## src/rtl/busz_pkg.sv

```systemverilog
package busz_pkg;

  localparam int OPND_BYTES = 4;
  localparam int OPND_W     = 8 * OPND_BYTES;
  localparam int LANE_W     = 16;
  localparam int CNT_W      = $clog2(OPND_BYTES + 1);

  typedef enum logic [1:0] {
    ACK_P16_ALT = 2'b00,
    ACK_P16     = 2'b01,
    ACK_P8      = 2'b10,
    ACK_WAIT    = 2'b11
  } ack_e;

  typedef enum logic {
    ST_IDLE = 1'b0,
    ST_BUS  = 1'b1
  } seq_st_e;

endpackage

```

## src/rtl/busz_step.sv

```systemverilog
module busz_step
  import busz_pkg::*;
(
  input  logic [1:0]       ack_n,
  input  logic             odd,
  input  logic [CNT_W-1:0] rem,
  output logic             acked,
  output logic             port8,
  output logic             wide,
  output logic             lane_lo,
  output logic [CNT_W-1:0] step
);

  always_comb begin
    acked   = (ack_n != ACK_WAIT);
    port8   = (ack_n == ACK_P8);
    wide    = acked && !port8 && !odd && (rem > CNT_W'(1));
    lane_lo = acked && !port8 && odd;
    step    = wide ? CNT_W'(2) : CNT_W'(1);
  end

endmodule

```

## src/rtl/busz_wr_lanes.sv

```systemverilog
module busz_wr_lanes
  import busz_pkg::*;
(
  input  logic [OPND_W-1:0] wsh,
  input  logic              odd,
  input  logic [CNT_W-1:0]  rem,
  output logic [LANE_W-1:0] dout
);

  logic       pair;
  logic [7:0] cur_b;
  logic [7:0] nxt_b;

  always_comb begin
    cur_b = wsh[OPND_W-1 -: 8];
    nxt_b = wsh[OPND_W-9 -: 8];
    pair  = !odd && (rem > CNT_W'(1));
    dout  = pair ? {cur_b, nxt_b} : {cur_b, cur_b};
  end

endmodule

```

## src/rtl/busz_rd_gather.sv

```systemverilog
module busz_rd_gather
  import busz_pkg::*;
(
  input  logic              clk,
  input  logic              rst_n,
  input  logic              clr,
  input  logic              take,
  input  logic              wide,
  input  logic              lane_lo,
  input  logic [LANE_W-1:0] din,
  output logic [OPND_W-1:0] acc
);

  logic [OPND_W-1:0] acc_nxt;
  logic              acc_en;
  logic [7:0]        one_b;

  always_comb begin
    one_b   = lane_lo ? din[7:0] : din[15:8];
    acc_en  = clr || take;
    acc_nxt = acc;
    if (clr)
      acc_nxt = '0;
    else if (take && wide)
      acc_nxt = {acc[OPND_W-LANE_W-1:0], din};
    else if (take)
      acc_nxt = {acc[OPND_W-9:0], one_b};
  end

  always_ff @(posedge clk or negedge rst_n) begin
    if (!rst_n)
      acc <= '0;
    else if (acc_en)
      acc <= acc_nxt;
  end

endmodule

```

## src/rtl/busz_sequencer.sv

```systemverilog
module busz_sequencer
  import busz_pkg::*;
#(
  parameter int ADDR_W = 32
) (
  input  logic              clk,
  input  logic              rst_n,
  input  logic              req_valid,
  output logic              req_ready,
  input  logic              req_write,
  input  logic [1:0]        req_size,
  input  logic [ADDR_W-1:0] req_addr,
  input  logic [OPND_W-1:0] req_wdata,
  output logic              done,
  output logic [OPND_W-1:0] rdata,
  output logic              bus_cyc,
  output logic              bus_rw,
  output logic [ADDR_W-1:0] bus_addr,
  output logic [1:0]        bus_siz,
  output logic [LANE_W-1:0] bus_dout,
  input  logic [LANE_W-1:0] bus_din,
  input  logic [1:0]        bus_ack_n
);

  seq_st_e           st_q, st_d;
  logic [ADDR_W-1:0] addr_q, addr_d;
  logic [CNT_W-1:0]  rem_q, rem_d;
  logic [OPND_W-1:0] wsh_q, wsh_d;
  logic              wr_q, wr_d;
  logic              done_q, done_d;
  logic              ctl_en;

  logic              acked, port8, wide, lane_lo;
  logic [CNT_W-1:0]  step;
  logic [CNT_W-1:0]  req_cnt;
  logic [CNT_W-1:0]  rem_after;
  logic              accept, fire;

  busz_step u_step (
    .ack_n   (bus_ack_n),
    .odd     (addr_q[0]),
    .rem     (rem_q),
    .acked   (acked),
    .port8   (port8),
    .wide    (wide),
    .lane_lo (lane_lo),
    .step    (step)
  );

  busz_wr_lanes u_wr (
    .wsh  (wsh_q),
    .odd  (addr_q[0]),
    .rem  (rem_q),
    .dout (bus_dout)
  );

  busz_rd_gather u_rd (
    .clk     (clk),
    .rst_n   (rst_n),
    .clr     (accept),
    .take    (fire && !wr_q),
    .wide    (wide),
    .lane_lo (lane_lo),
    .din     (bus_din),
    .acc     (rdata)
  );

  always_comb begin
    accept    = (st_q == ST_IDLE) && req_valid;
    fire      = (st_q == ST_BUS) && acked;
    req_cnt   = (req_size == 2'b00) ? CNT_W'(OPND_BYTES) : CNT_W'(req_size);
    rem_after = rem_q - step;

    st_d   = st_q;
    addr_d = addr_q;
    rem_d  = rem_q;
    wsh_d  = wsh_q;
    wr_d   = wr_q;
    done_d = 1'b0;
    ctl_en = 1'b0;

    if (accept) begin
      ctl_en = 1'b1;
      st_d   = ST_BUS;
      addr_d = req_addr;
      rem_d  = req_cnt;
      wr_d   = req_write;
      case (req_size)
        2'b01:   wsh_d = {req_wdata[7:0], 24'h0};
        2'b10:   wsh_d = {req_wdata[15:0], 16'h0};
        2'b11:   wsh_d = {req_wdata[23:0], 8'h0};
        default: wsh_d = req_wdata;
      endcase
    end else if (fire) begin
      ctl_en = 1'b1;
      addr_d = addr_q + ADDR_W'(step);
      rem_d  = rem_after;
      wsh_d  = wide ? {wsh_q[OPND_W-17:0], 16'h0} : {wsh_q[OPND_W-9:0], 8'h0};
      if (rem_after == '0) begin
        st_d   = ST_IDLE;
        done_d = 1'b1;
      end
    end
  end

  always_ff @(posedge clk or negedge rst_n) begin
    if (!rst_n) begin
      st_q   <= ST_IDLE;
      addr_q <= '0;
      rem_q  <= '0;
      wsh_q  <= '0;
      wr_q   <= 1'b0;
    end else if (ctl_en) begin
      st_q   <= st_d;
      addr_q <= addr_d;
      rem_q  <= rem_d;
      wsh_q  <= wsh_d;
      wr_q   <= wr_d;
    end
  end

  always_ff @(posedge clk or negedge rst_n) begin
    if (!rst_n)
      done_q <= 1'b0;
    else
      done_q <= done_d;
  end

  assign req_ready = (st_q == ST_IDLE);
  assign bus_cyc   = (st_q == ST_BUS);
  assign bus_rw    = !wr_q;
  assign bus_addr  = addr_q;
  assign bus_siz   = rem_q[1:0];
  assign done      = done_q;

endmodule

```

## config.mk

```make
export PLATFORM = sky130hd
export DESIGN_NAME = busz_sequencer
export DESIGN_NICKNAME = d
export VERILOG_FILES = /design/src/rtl/busz_pkg.sv /design/src/rtl/busz_step.sv /design/src/rtl/busz_wr_lanes.sv /design/src/rtl/busz_rd_gather.sv /design/src/rtl/busz_sequencer.sv
export SDC_FILE = /design/constraint.sdc
export NUM_CORES = 1
export LEC_CHECK = 0
export BUFFER_PORTS_ARGS = -buffer_cell sky130_fd_sc_hd__buf_2
export CAP_MARGIN = 10
export CORE_ASPECT_RATIO = 0.8
export CORE_MARGIN = 2
export CORE_UTILIZATION = 35
export DETAILED_ROUTE_END_ITERATION = 6
export HOLD_SLACK_MARGIN = 0.12
export PLACE_DENSITY = 0.65
export SYNTH_ARGS = -nofsm -noshare
export SYNTH_HDL_FRONTEND = slang
export SYNTH_HIERARCHICAL = 1
export SYNTH_SLANG_ARGS = --single-unit
```

## constraint.sdc

```tcl
create_clock -name clk -period 5 [get_ports clk]
set_input_delay 0.5 -clock clk [delete_from_list [all_inputs] [get_ports clk]]
set_output_delay 0.5 -clock clk [all_outputs]
set_load 0.005 [all_outputs]
```

# After elaboration in Yosys (flattened, before gate mapping)

Cells that the tools add are included.
W data, S select, Z words.

Input port bits: 88
Flip-flop bits (word level): 102

Add/subtract/negate cells: 2
$lt $le $gt $ge: 1
Multiplexer cells: 23
Eq/ne operators: 5
Bitwise operators: 1
Reductions and logical operators: 22

Operator list:

| kind                 | count |
|---|---|
| $mux W32             | 8 |
| $pmux W32 S3         | 1 |
| $add A32 B3 Y32      | 1 |
| $mux W8              | 2 |
| $logic_and A1 B1 Y1  | 9 |
| $mux W3              | 3 |
| $mux W1              | 8 |
| $eq A2 B2 Y1 const B | 3 |
| $reduce_and A2 Y1    | 3 |
| $reduce_bool A2 Y1   | 2 |
| $gt A3 B1 Y1 const B | 1 |
| $logic_not A1 Y1     | 3 |
| $logic_not A3 Y1     | 1 |
| $reduce_and A3 Y1    | 1 |
| $reduce_bool A3 Y1   | 1 |
| $sub A3 B3 Y3        | 1 |
| $eq A2 B1 Y1 const B | 1 |
| $logic_not A2 Y1     | 1 |
| $mux W2              | 1 |
| $ne A2 B2 Y1 const B | 1 |
| $logic_or A1 B1 Y1   | 1 |
| $not A1 Y1           | 1 |

# Logic depth before layout (Yosys ltp)

Gate-level depths: netlist of run 1.

Depth in word-level cells: 11
Gate-level depth with buffers: 9
Depth with buffers taken out: 9

# By module

Netlist of run 1, hierarchy kept.

By module, submodules not included:

| module         | times used | cells an instance | area each (um^2) |
|---|---|---|---|
| busz_sequencer | 1          | 425               | 4147.7 |
| busz_rd_gather | 1          | 151               | 1612.8 |
| busz_wr_lanes  | 1          | 17                | 168.9 |
| busz_step      | 1          | 9                 | 52.6 |

# Least setup slack after synthesis of run 1

OpenSTA, ideal clock, no wires.

Path kind: input to register
From: input port bus_ack_n[1]
To: register addr_q[6] (netlist: bus_addr[6])
Buffers on the path: 0
Stages: 9
Slack: 2.623 ns
Arrival: 2.251 ns
Required time: 4.873 ns
Path through: nor2_1 -> o21ai_0 -> ha_1 -> fa_1 -> a21oi_1 -> nor2_4 -> nand2_1 -> nor2_1 -> a221o_2

Word-level cells in the longest chain between the ends: 9
Elaborated cells on any way between the ends: 15
Those cells by class: add/sub: 1; eq/ne: 2; mux: 5; reduce/logical: 7

Ends and longest elaborated chain:

| what                                | RTL line              | text |
|---|---|---|
| start, declared                     | busz_sequencer.sv:22  | `input logic [1:0] bus_ack_n` |
| $eq A2 B2 Y1                        | busz_step.sv:16       | `port8 = (ack_n == ACK_P8);` |
| $logic_not A1 Y1                    | busz_step.sv:17       | `wide = acked && !port8 && !odd && (rem > CNT_W'(1));` |
| $logic_and A1 B1 Y1 * (3 in series) | busz_step.sv:17       |  |
| $mux W2 *                           | busz_step.sv:19       | `step = wide ? CNT_W'(2) : CNT_W'(1);` |
| named net step[0]                   | busz_sequencer.sv:34  | `logic [CNT_W-1:0] step;` |
| $add A32 B3 Y32 *                   | busz_sequencer.sv:96  | `addr_d = addr_q + ADDR_W'(step);` |
| $mux W32 *                          | busz_sequencer.sv:94  | `end else if (fire) begin` |
| $mux W32 *                          | busz_sequencer.sv:82  | `if (accept) begin` |
| end signal, assigned                | busz_sequencer.sv:115 | `addr_q <= addr_d;` |
| end, declared                       | busz_sequencer.sv:26  | `logic [ADDR_W-1:0] addr_q, addr_d;` |

Mark *: on every way through the listed nets, which the timed path passes. The rest lies on a longest branch. The select of a mux whose other input is x is not followed.
A chain may end at the register's enable or synchronous reset.

# Final worst setup path of run 1

From: register addr_q[0] (netlist: bus_addr[0])
To: register addr_q[28] (netlist: bus_addr[28])

Word-level cells in the longest chain between the ends: 7

Ends and longest elaborated chain:

| what                              | RTL line             | text |
|---|---|---|
| $logic_not A1 Y1                  | busz_step.sv:17      |  |
| $logic_and A1 B1 Y1 (2 in series) | busz_step.sv:17      |  |
| named net wide                    | busz_sequencer.sv:33 | `logic acked, port8, wide, lane_lo;` |
| $mux W2                           | busz_step.sv:19      |  |
| $add A32 B3 Y32                   | busz_sequencer.sv:96 |  |
| $mux W32                          | busz_sequencer.sv:94 |  |
| $mux W32                          | busz_sequencer.sv:82 |  |

The timed path passes the listed nets, and every way through them passes these cells. The select of a mux whose other input is x is not followed.

==> results of run 1 <==
## routing by layer
metal / track usage, % / share of wire (%) / wire, µm / up-vias
li1: - / - / - / 2550
met1: 29.1 / 48 / 8450 / 2544
met2: 29.3 / 44 / 7720 / 178
met3: 5.08 / 6.2 / 1090 / 20
met4: 4.36 / 1.1 / 198 / 2
met5: 0 / 0.074 / 13 / -
## worst paths after layout
check	slack, ns	start	depth (start not counted)	endpoint
worst max-delay path	2.13	bus_addr[0]	8	bus_addr[28]
worst min-delay path	0.23	rst_n	1	u_rd/acc[30]
worst max register to register	2.13	bus_addr[0]	8	bus_addr[28]
worst min register to register	0.50	wsh_q[24]	2	wsh_q[24]
max in group asynchronous	3.72	rst_n	2	bus_addr[10]
min in group clk	0.35	req_addr[19]	2	bus_addr[19]
## placed cells by master (no fill, tap or decap), drive strengths merged, types with 13 or more instances in the layout
master	n
a221o	13
nor2	57
dfrtp	102
a22oi	33
mux2i	43
nand2	53
a21oi	14
mux2	16
nand4	14
buf	181
o21ai	39
nand3	15
a211oi	26
## state kept, by name (all words and copies together) (netlist names)
signal / cells
bus_addr: 32
bus_cyc: 1
done: 1
rem_q: 3
u_rd/acc: 32
wr_q: 1
wsh_q: 32
## worst max-delay path, stage by stage, from the launching register on
cell and delay (ns):
dfrtp_1 0.43, nor2_1 0.15, o21a_2 0.59, fa_1 0.36, a21oi_1 0.17, nor2_4 0.23, nand2_1 0.22, or4_1 0.57
nand3_1 0.09
## power by group
group	total, mW	leakage [nW]	switching (mW)	internal (mW)
clock	0.748	0.146	0.312	0.436
combinational	1.82	1.76	0.991	0.825
sequential	1.56	1.29	0.390	1.17
total	4.13	3.20	1.69	2.43
## cell type report
| type | instances | area, µm² | share of cell area (%) |
|---|---|---|---|
| multi-input cells | 435 | 3120 | 43.2 |
| clock buffers | 11 | 233 | 3.23 |
| well taps | 220 | 275 | 3.82 |
| flip-flops and latches | 102 | 2550 | 35.4 |
| repair buffers | 181 | 928 | 12.9 |
| inverters | 8 | 30.0 | 0.417 |
| clock inverters | 4 | 72.6 | 1.01 |
==> results.yml, run 1 <==
drt:
  via_count: 5294
  post_drt_wl_per_cell_um: 18.2
  postRouteAntennaNets: 0
  first_pass_iters: 5
  vias_per_cell: 5.51
  drt_iter0_drc: 360
  drt_wl_total_um: 17500
  drc: 0
floorplan:
  dieWidth_um: 150
  io_pins: 174
  core_area_um2: 16600
  die-area_um2: 18100
  start_util_pct: 36.0
  rows: 42
  die-height_um: 121
timing:
  tightest_slew_ns: 1.09
  hold_viol_final: 0
  setup-tns-final_ns: 0
  setup_viol: 0
  finalCritPeriodShare_pct: 57.4
  relSlewSlack_pct: 27.1
  rsz0062_at_grt: "false"
  drv_slew: 0
  fin_skew_ns: 0.00978
  fmax_mhz: 348
  setup_ws_ns: 2.13
  hold_slack_ns: 0.225
  post-route-min-period_ns: 2.87
synthesis:
  syn_inst: 601
  syn_nets: 695
  netlist_area_um2: 5980
  avgSynthCellArea_um2: 9.94
  ys_warn_count: 6
power:
  ir_drop_mv: 0.247
  power_mw: 4.13
  p_leak_nw: 3.20
  p_per_area_nw_per_um2: 573
clock_network:
  cts-root-buf: "clkbuf_16"
  cts_htree_levels: 3
  clk_latency_ns: 0.35
  cts_resized: 0
  clockBufferDepth: 2
  clk_pin_slew_ns: 0.07
  ctsHoldBuffers: 0
  cts_sinks: 102
  cts_buffers: 9
  cts_tree: "done"
  post-cts-setup-buffers: 0
global_route:
  grt_pass1_vias: 5029
  grt_max_degree: 63
  grt_pass1_wl_um: 28100
  grt-ovfl-total: 0
  antenna_found_initial: 1
  grt_use_total_pct: 19.8
placed_design:
  placed_cells: 946
  gp_congestion: 0.789
  dpl-instance-area_um2: 6900
  place_ws_ns: 1.92
  port_buffers: 173
  dp_hpwl_um: 12000
critical_path:
  critPathMaxFanout: 21
  arrival_ns: 3.16
  start_kind: "flip-flop"
  critical_path_class: "flip-flop to flip-flop"
  worst_setup_path_end_kind: "flip-flop"
  worst_ep_required_time_ns: 5.29
layout:
  drive_gt1_share_pct: 31.3
  area_growth_pct: 20.6
  nNetsFinal: 831
  final_cells: 961
  n_antenna_cell: 0
  final_util_pct: 43.4
  design_area_um2: 7210
  n_fill_cell: 1654
job:
  cap_viol_max_count: 0
worst_hold_path:
  min_path_type: "input pin to asynchronous set/reset pin"
run_status:
  status: "finished, final reports clean"
Power figures use the tool's default switching activity.
==> run 2: changes to the inputs <==
==> constraint.sdc (replaced) <==
create_clock -name clk -period 3 [get_ports clk]
set_input_delay 0.3 -clock clk [delete_from_list [all_inputs] [get_ports clk]]
set_output_delay 0.3 -clock clk [all_outputs]
set_load 0.005 [all_outputs]
==> results.yml, run 2 (synthesis gave the netlist of run 1 again) <==
floorplan:
  core_area_um2: 16600
  die-height_um: 121
  rows: 42
  die-area_um2: 18100
  io_pins: 174
  start_util_pct: 36.0
  dieWidth_um: 150
timing:
  hold_viol_final: 0
  setup_viol: 0
  post-route-min-period_ns: 2.70
  tightest_slew_ns: 0.718
  rsz0062_at_grt: "false"
  relSlewSlack_pct: 52.0
  fin_skew_ns: 0.00867
  setup-tns-final_ns: 0
  finalCritPeriodShare_pct: 90.0
  drv_slew: 0
  setup_ws_ns: 0.299
  fmax_mhz: 370
drt:
  drt_wl_total_um: 17600
  vias_per_cell: 5.50
  postRouteAntennaNets: 0
  drt_iter0_drc: 447
  first_pass_iters: 5
  drc: 0
  via_count: 5333
  post_drt_wl_per_cell_um: 18.1
power:
  ir_drop_mv: 0.334
  power_mw: 6.88
  p_leak_nw: 3.23
  p_per_area_nw_per_um2: 946
layout:
  final_cells: 969
  mostFrequentLayoutCell: "buf_2"
  nNetsFinal: 837
  n_fill_cell: 1655
  drive_gt1_share_pct: 32.0
  area_growth_pct: 21.8
  most-common-layout-cells: "172 x buf_2, 102 x dfrtp_1, 54 x nor2_1, 53 x nand2_1, 43 x mux2i_1"
critical_path:
  critical_path_class: "flip-flop to flip-flop"
  worst_ep_required_time_ns: 3.24
  worst_setup_path_end_kind: "flip-flop"
  arrival_ns: 2.94
  critPathMaxFanout: 8
  start_kind: "flip-flop"
global_route:
  grt_max_degree: 65
  antenna_found_initial: 1
  grt_pass1_vias: 5117
  grt_pass1_wl_um: 28100
  grt-ovfl-total: 0
  grt_use_total_pct: 19.6
clock_network:
  cts-root-buf: "clkbuf_16"
  clk_pin_slew_ns: 0.07
  cts_tree: "done"
  cts_resized: 0
  cts_buffers: 9
  clockBufferDepth: 2
  cts_htree_levels: 3
  cts_sinks: 102
  clk_latency_ns: 0.35
placed_design:
  dp_hpwl_um: 12200
  placed_cells: 951
  place_ws_ns: 0.300
  gp_congestion: 0.833
  port_buffers: 173
worst_hold_path:
  min_path_type: "input pin to flip-flop"
run_status:
  status: "finished, final reports clean"
job:
  cap_viol_max_count: 0
run 2: area by class of cell:
type                    count  area, µm²  area share [%]
multi-input cells         435       3120            42.8
flip-flops and latches    102       2550            35.1
repair buffers            187       1000            13.8
well taps                 220        275            3.78
clock buffers              11        243            3.34
clock inverters             5       56.3           0.774
inverters                   8       30.0           0.413
diodes                      1       2.50          0.0344
run 2: final timing paths:
kind                                 to  slack [ns]   startpoint  depth (start not counted)
max reg2reg                 bus_addr[6]        0.30  bus_addr[0]                          9
max                         bus_addr[6]        0.30  bus_addr[0]                          9
min in group asynchronous  u_rd/acc[28]        0.47        rst_n                          2
min reg2reg                   wsh_q[18]        0.51    wsh_q[18]                          2
max in group asynchronous     wsh_q[15]        1.77        rst_n                          3
min                         bus_addr[7]        0.15  req_addr[7]                          3
run 2: stage by stage:
| stage | cell area, µm² | hold slack [ns] | util [%] |
|---|---|---|---|
| floorplan | 5980 | 0.00441 | - |
| detailed placement | 6970 | 0.325 | 41.9 |
| global route | 7280 | 0.139 | 43.8 |
| CTS | 7270 | 0.141 | 43.8 |
| finish | 7280 | 0.150 | 43.8 |
| global placement | 6970 | 0.325 | 41.9 |
run 2: what timing repair did:
item,CTS,global route
buffers inserted,0,0
hold buffers,1,0
endpoints found under the hold margin,38,0
run 2: power breakdown:
group / switching (mW) / leakage [nW] / internal, mW
clock: 0.540 / 0.146 / 0.671
sequential: 0.655 / 1.29 / 1.95
combinational: 1.66 / 1.80 / 1.40
total: 2.85 / 3.23 / 4.03
run 2: layer usage:
metal | part of all wire (%) | global-route usage (%) | up-vias
met2 | 44 | 29.4 | 192
met5 | 0 | 0 | -
met3 | 6.8 | 4.77 | 15
li1 | - | - | 2561
met4 | 1.1 | 4.25 | 0
met1 | 48 | 28.7 | 2565
run 2: worst max-delay path, stage by stage (launching register included):
cell	delay (ns)
dfrtp_1	0.44
nor2_1	0.16
o21ai_0	0.15
ha_1	0.26
fa_1	0.43
a21oi_1	0.44
nor2_4	0.12
nand2_1	0.23
nor2_1	0.06
a221o_2	0.29
==> run 3: changes to the inputs <==
--- a/config.mk
+++ b/config.mk
@@ -7,12 +7,14 @@
 export LEC_CHECK = 0
 export BUFFER_PORTS_ARGS = -buffer_cell sky130_fd_sc_hd__buf_2
 export CAP_MARGIN = 10
+export CELL_PAD_IN_SITES_DETAIL_PLACEMENT = 1
+export CELL_PAD_IN_SITES_GLOBAL_PLACEMENT = 1
 export CORE_ASPECT_RATIO = 0.8
 export CORE_MARGIN = 2
 export CORE_UTILIZATION = 35
 export DETAILED_ROUTE_END_ITERATION = 6
 export HOLD_SLACK_MARGIN = 0.12
-export PLACE_DENSITY = 0.65
+export PLACE_DENSITY = 0.8
 export SYNTH_ARGS = -nofsm -noshare
 export SYNTH_HDL_FRONTEND = slang
 export SYNTH_HIERARCHICAL = 1
==> constraint.sdc (replaced) <==
create_clock -name clk -period 2.7 [get_ports clk]
set_input_delay 0.27 -clock clk [delete_from_list [all_inputs] [get_ports clk]]
set_output_delay 0.27 -clock clk [all_outputs]
set_load 0.005 [all_outputs]
==> results.yml, run 3 (synthesis gave the netlist of run 1 again) <==
run_status:
  status: "finished, final reports clean"
timing:
  setup-tns-final_ns: 0
  finalCritPeriodShare_pct: 92.7
  hold_slack_ns: 0.134
  setup_viol: 0
  drv_slew: 0
  relSlewSlack_pct: 31.5
  post-route-min-period_ns: 2.50
  setup_ws_ns: 0.198
  tightest_slew_ns: 1.02
  fin_skew_ns: 0.0126
  hold_viol_final: 0
  rsz0062_at_grt: "false"
  fmax_mhz: 400
critical_path:
  timing.critical_path.from: "bus_addr[0]"
  worst_ep_required_time_ns: 2.99
  path_cells: "nor2_1 > o21ai_1 > ha_1 > fa_1 > a21oi_1 > buf_4 > nor2_4 > nand2_2 > or4_1 > nand3_1"
  ff2ff_path_depth: 10
  critical_path_class: "flip-flop to flip-flop"
  critPathMaxFanout: 8
  critPathMaxStageDelay_ns: 0.58
  arrival_ns: 2.79
  worst_setup_path_end_kind: "flip-flop"
  reg2reg_to: "bus_addr[28]"
  crit_buf_inv: 1
  r2r-start: "bus_addr[0]"
  slowest_stage: "or4_1"
  cpLargestDelayFamily: "simple AND/OR/NAND/NOR gates"
  regToRegSetupSlack_ns: 0.20
  start_kind: "flip-flop"
layout:
  most-common-layout-cells: "172 x buf_2, 102 x dfrtp_1, 54 x nor2_1, 51 x nand2_1, 43 x mux2i_1"
  multi_input_area_um2: 3120
  nNetsFinal: 845
  final_cells: 978
  ff_latch_area_um2: 2550
  drive_gt1_share_pct: 32.5
  final_util_pct: 44.6
  n_fill_cell: 1945
  area_growth_pct: 23.9
  design_area_um2: 7410
  mostFrequentLayoutCell: "buf_2"
global_route:
  grt_use_total_pct: 22.3
  antenna_found_initial: 4
  grt-ovfl-total: 0
  grt_max_degree: 52
  grt_pass1_wl_um: 31900
  grt_pass1_vias: 5717
clock_network:
  cts_tree: "done"
  post-cts-setup-buffers: 0
  cts-root-buf: "clkbuf_16"
  cts_sinks: 102
  clockBufferDepth: 2
  clk_pin_slew_ns: 0.08
  cts_buffers: 9
  cts_htree_levels: 3
  clk_latency_ns: 0.36
placed_design:
  gp_congestion: 0.810
  port_buffers: 173
  dp_hpwl_um: 14100
  place_ws_ns: 0.157
  dpl-instance-area_um2: 7020
  placed_cells: 956
floorplan:
  io_pins: 174
  die-area_um2: 18100
  core_area_um2: 16600
  dieWidth_um: 150
  start_util_pct: 36.0
  rows: 42
  die-height_um: 121
drt:
  drc: 0
  vias_per_cell: 5.78
  drt_wl_total_um: 19800
  first_pass_iters: 4
  via_count: 5653
  postRouteAntennaNets: 0
  drt_iter0_drc: 368
  post_drt_wl_per_cell_um: 20.3
power:
  p_leak_nw: 3.30
  p_per_area_nw_per_um2: 1080
  ir_drop_mv: 0.386
  power_mw: 8.01
worst_hold_path:
  hold_path_depth: 3
  min_from: "req_addr[12]"
  whs_endpoint: "bus_addr[12]"
  min_path_type: "input pin to flip-flop"
job:
  cap_viol_max_count: 0
[run 3: layout make-up]
| type | count | area share, % |
|---|---|---|
| Timing Repair Buffer | 195 | 14.6 |
| Antenna cell | 3 | 0.101 |
| Clock buffer | 11 | 3.28 |
| Clock inverter | 4 | 1.28 |
| Multi-Input combinational cell | 435 | 42.2 |
| Sequential cell | 102 | 34.5 |
| Inverter | 8 | 0.405 |
| Tap cell | 220 | 3.72 |
[run 3: metal layers]
metal  wire [µm]  vias to the layer above  track usage [%]
li1            -                     2583                -
met1        9220                     2884             31.8
met2        9180                      160             34.0
met3        1060                       24             5.26
met4         336                        2             6.01
met5          13                        -                0
[run 3: worst max path at each step]
| stage | to | slack [ns] | cells after the start |
|---|---|---|---|
| finish | bus_addr[28] | 0.20 | 10 |
| global route | bus_addr[28] | 0.02 | 10 |
| CTS | bus_addr[28] | 0.08 | 9 |
| detailed placement | bus_addr[28] | 0.16 | 9 |
| global placement | bus_addr[28] | 0.27 | 9 |
| floorplan | bus_addr[6] | 0.40 | 9 |
[run 3: worst reg2reg max path, delay by kind of cell (launching register included)]
family	cells	cell delay, ns
buf+inv	1	0.16
compound gates	2	0.23
fa+ha+maj	2	0.49
flops	1	0.43
simple gates	5	1.13
[run 3: power breakdown]
group	leakage [nW]	total, mW	internal (mW)	switching (mW)
registers	1.29	2.91	2.17	0.740
clock network	0.166	1.52	0.926	0.591
logic	1.84	3.58	1.61	1.97
[run 3: repair_timing]
| item | CTS | global route |
|---|---|---|
| hold buffers | 4 | 0 |
| endpoints found under the hold margin | 52 | 0 |
| setup endpoints to repair | 0 | 3 |
| resized for setup | 0 | 3 |
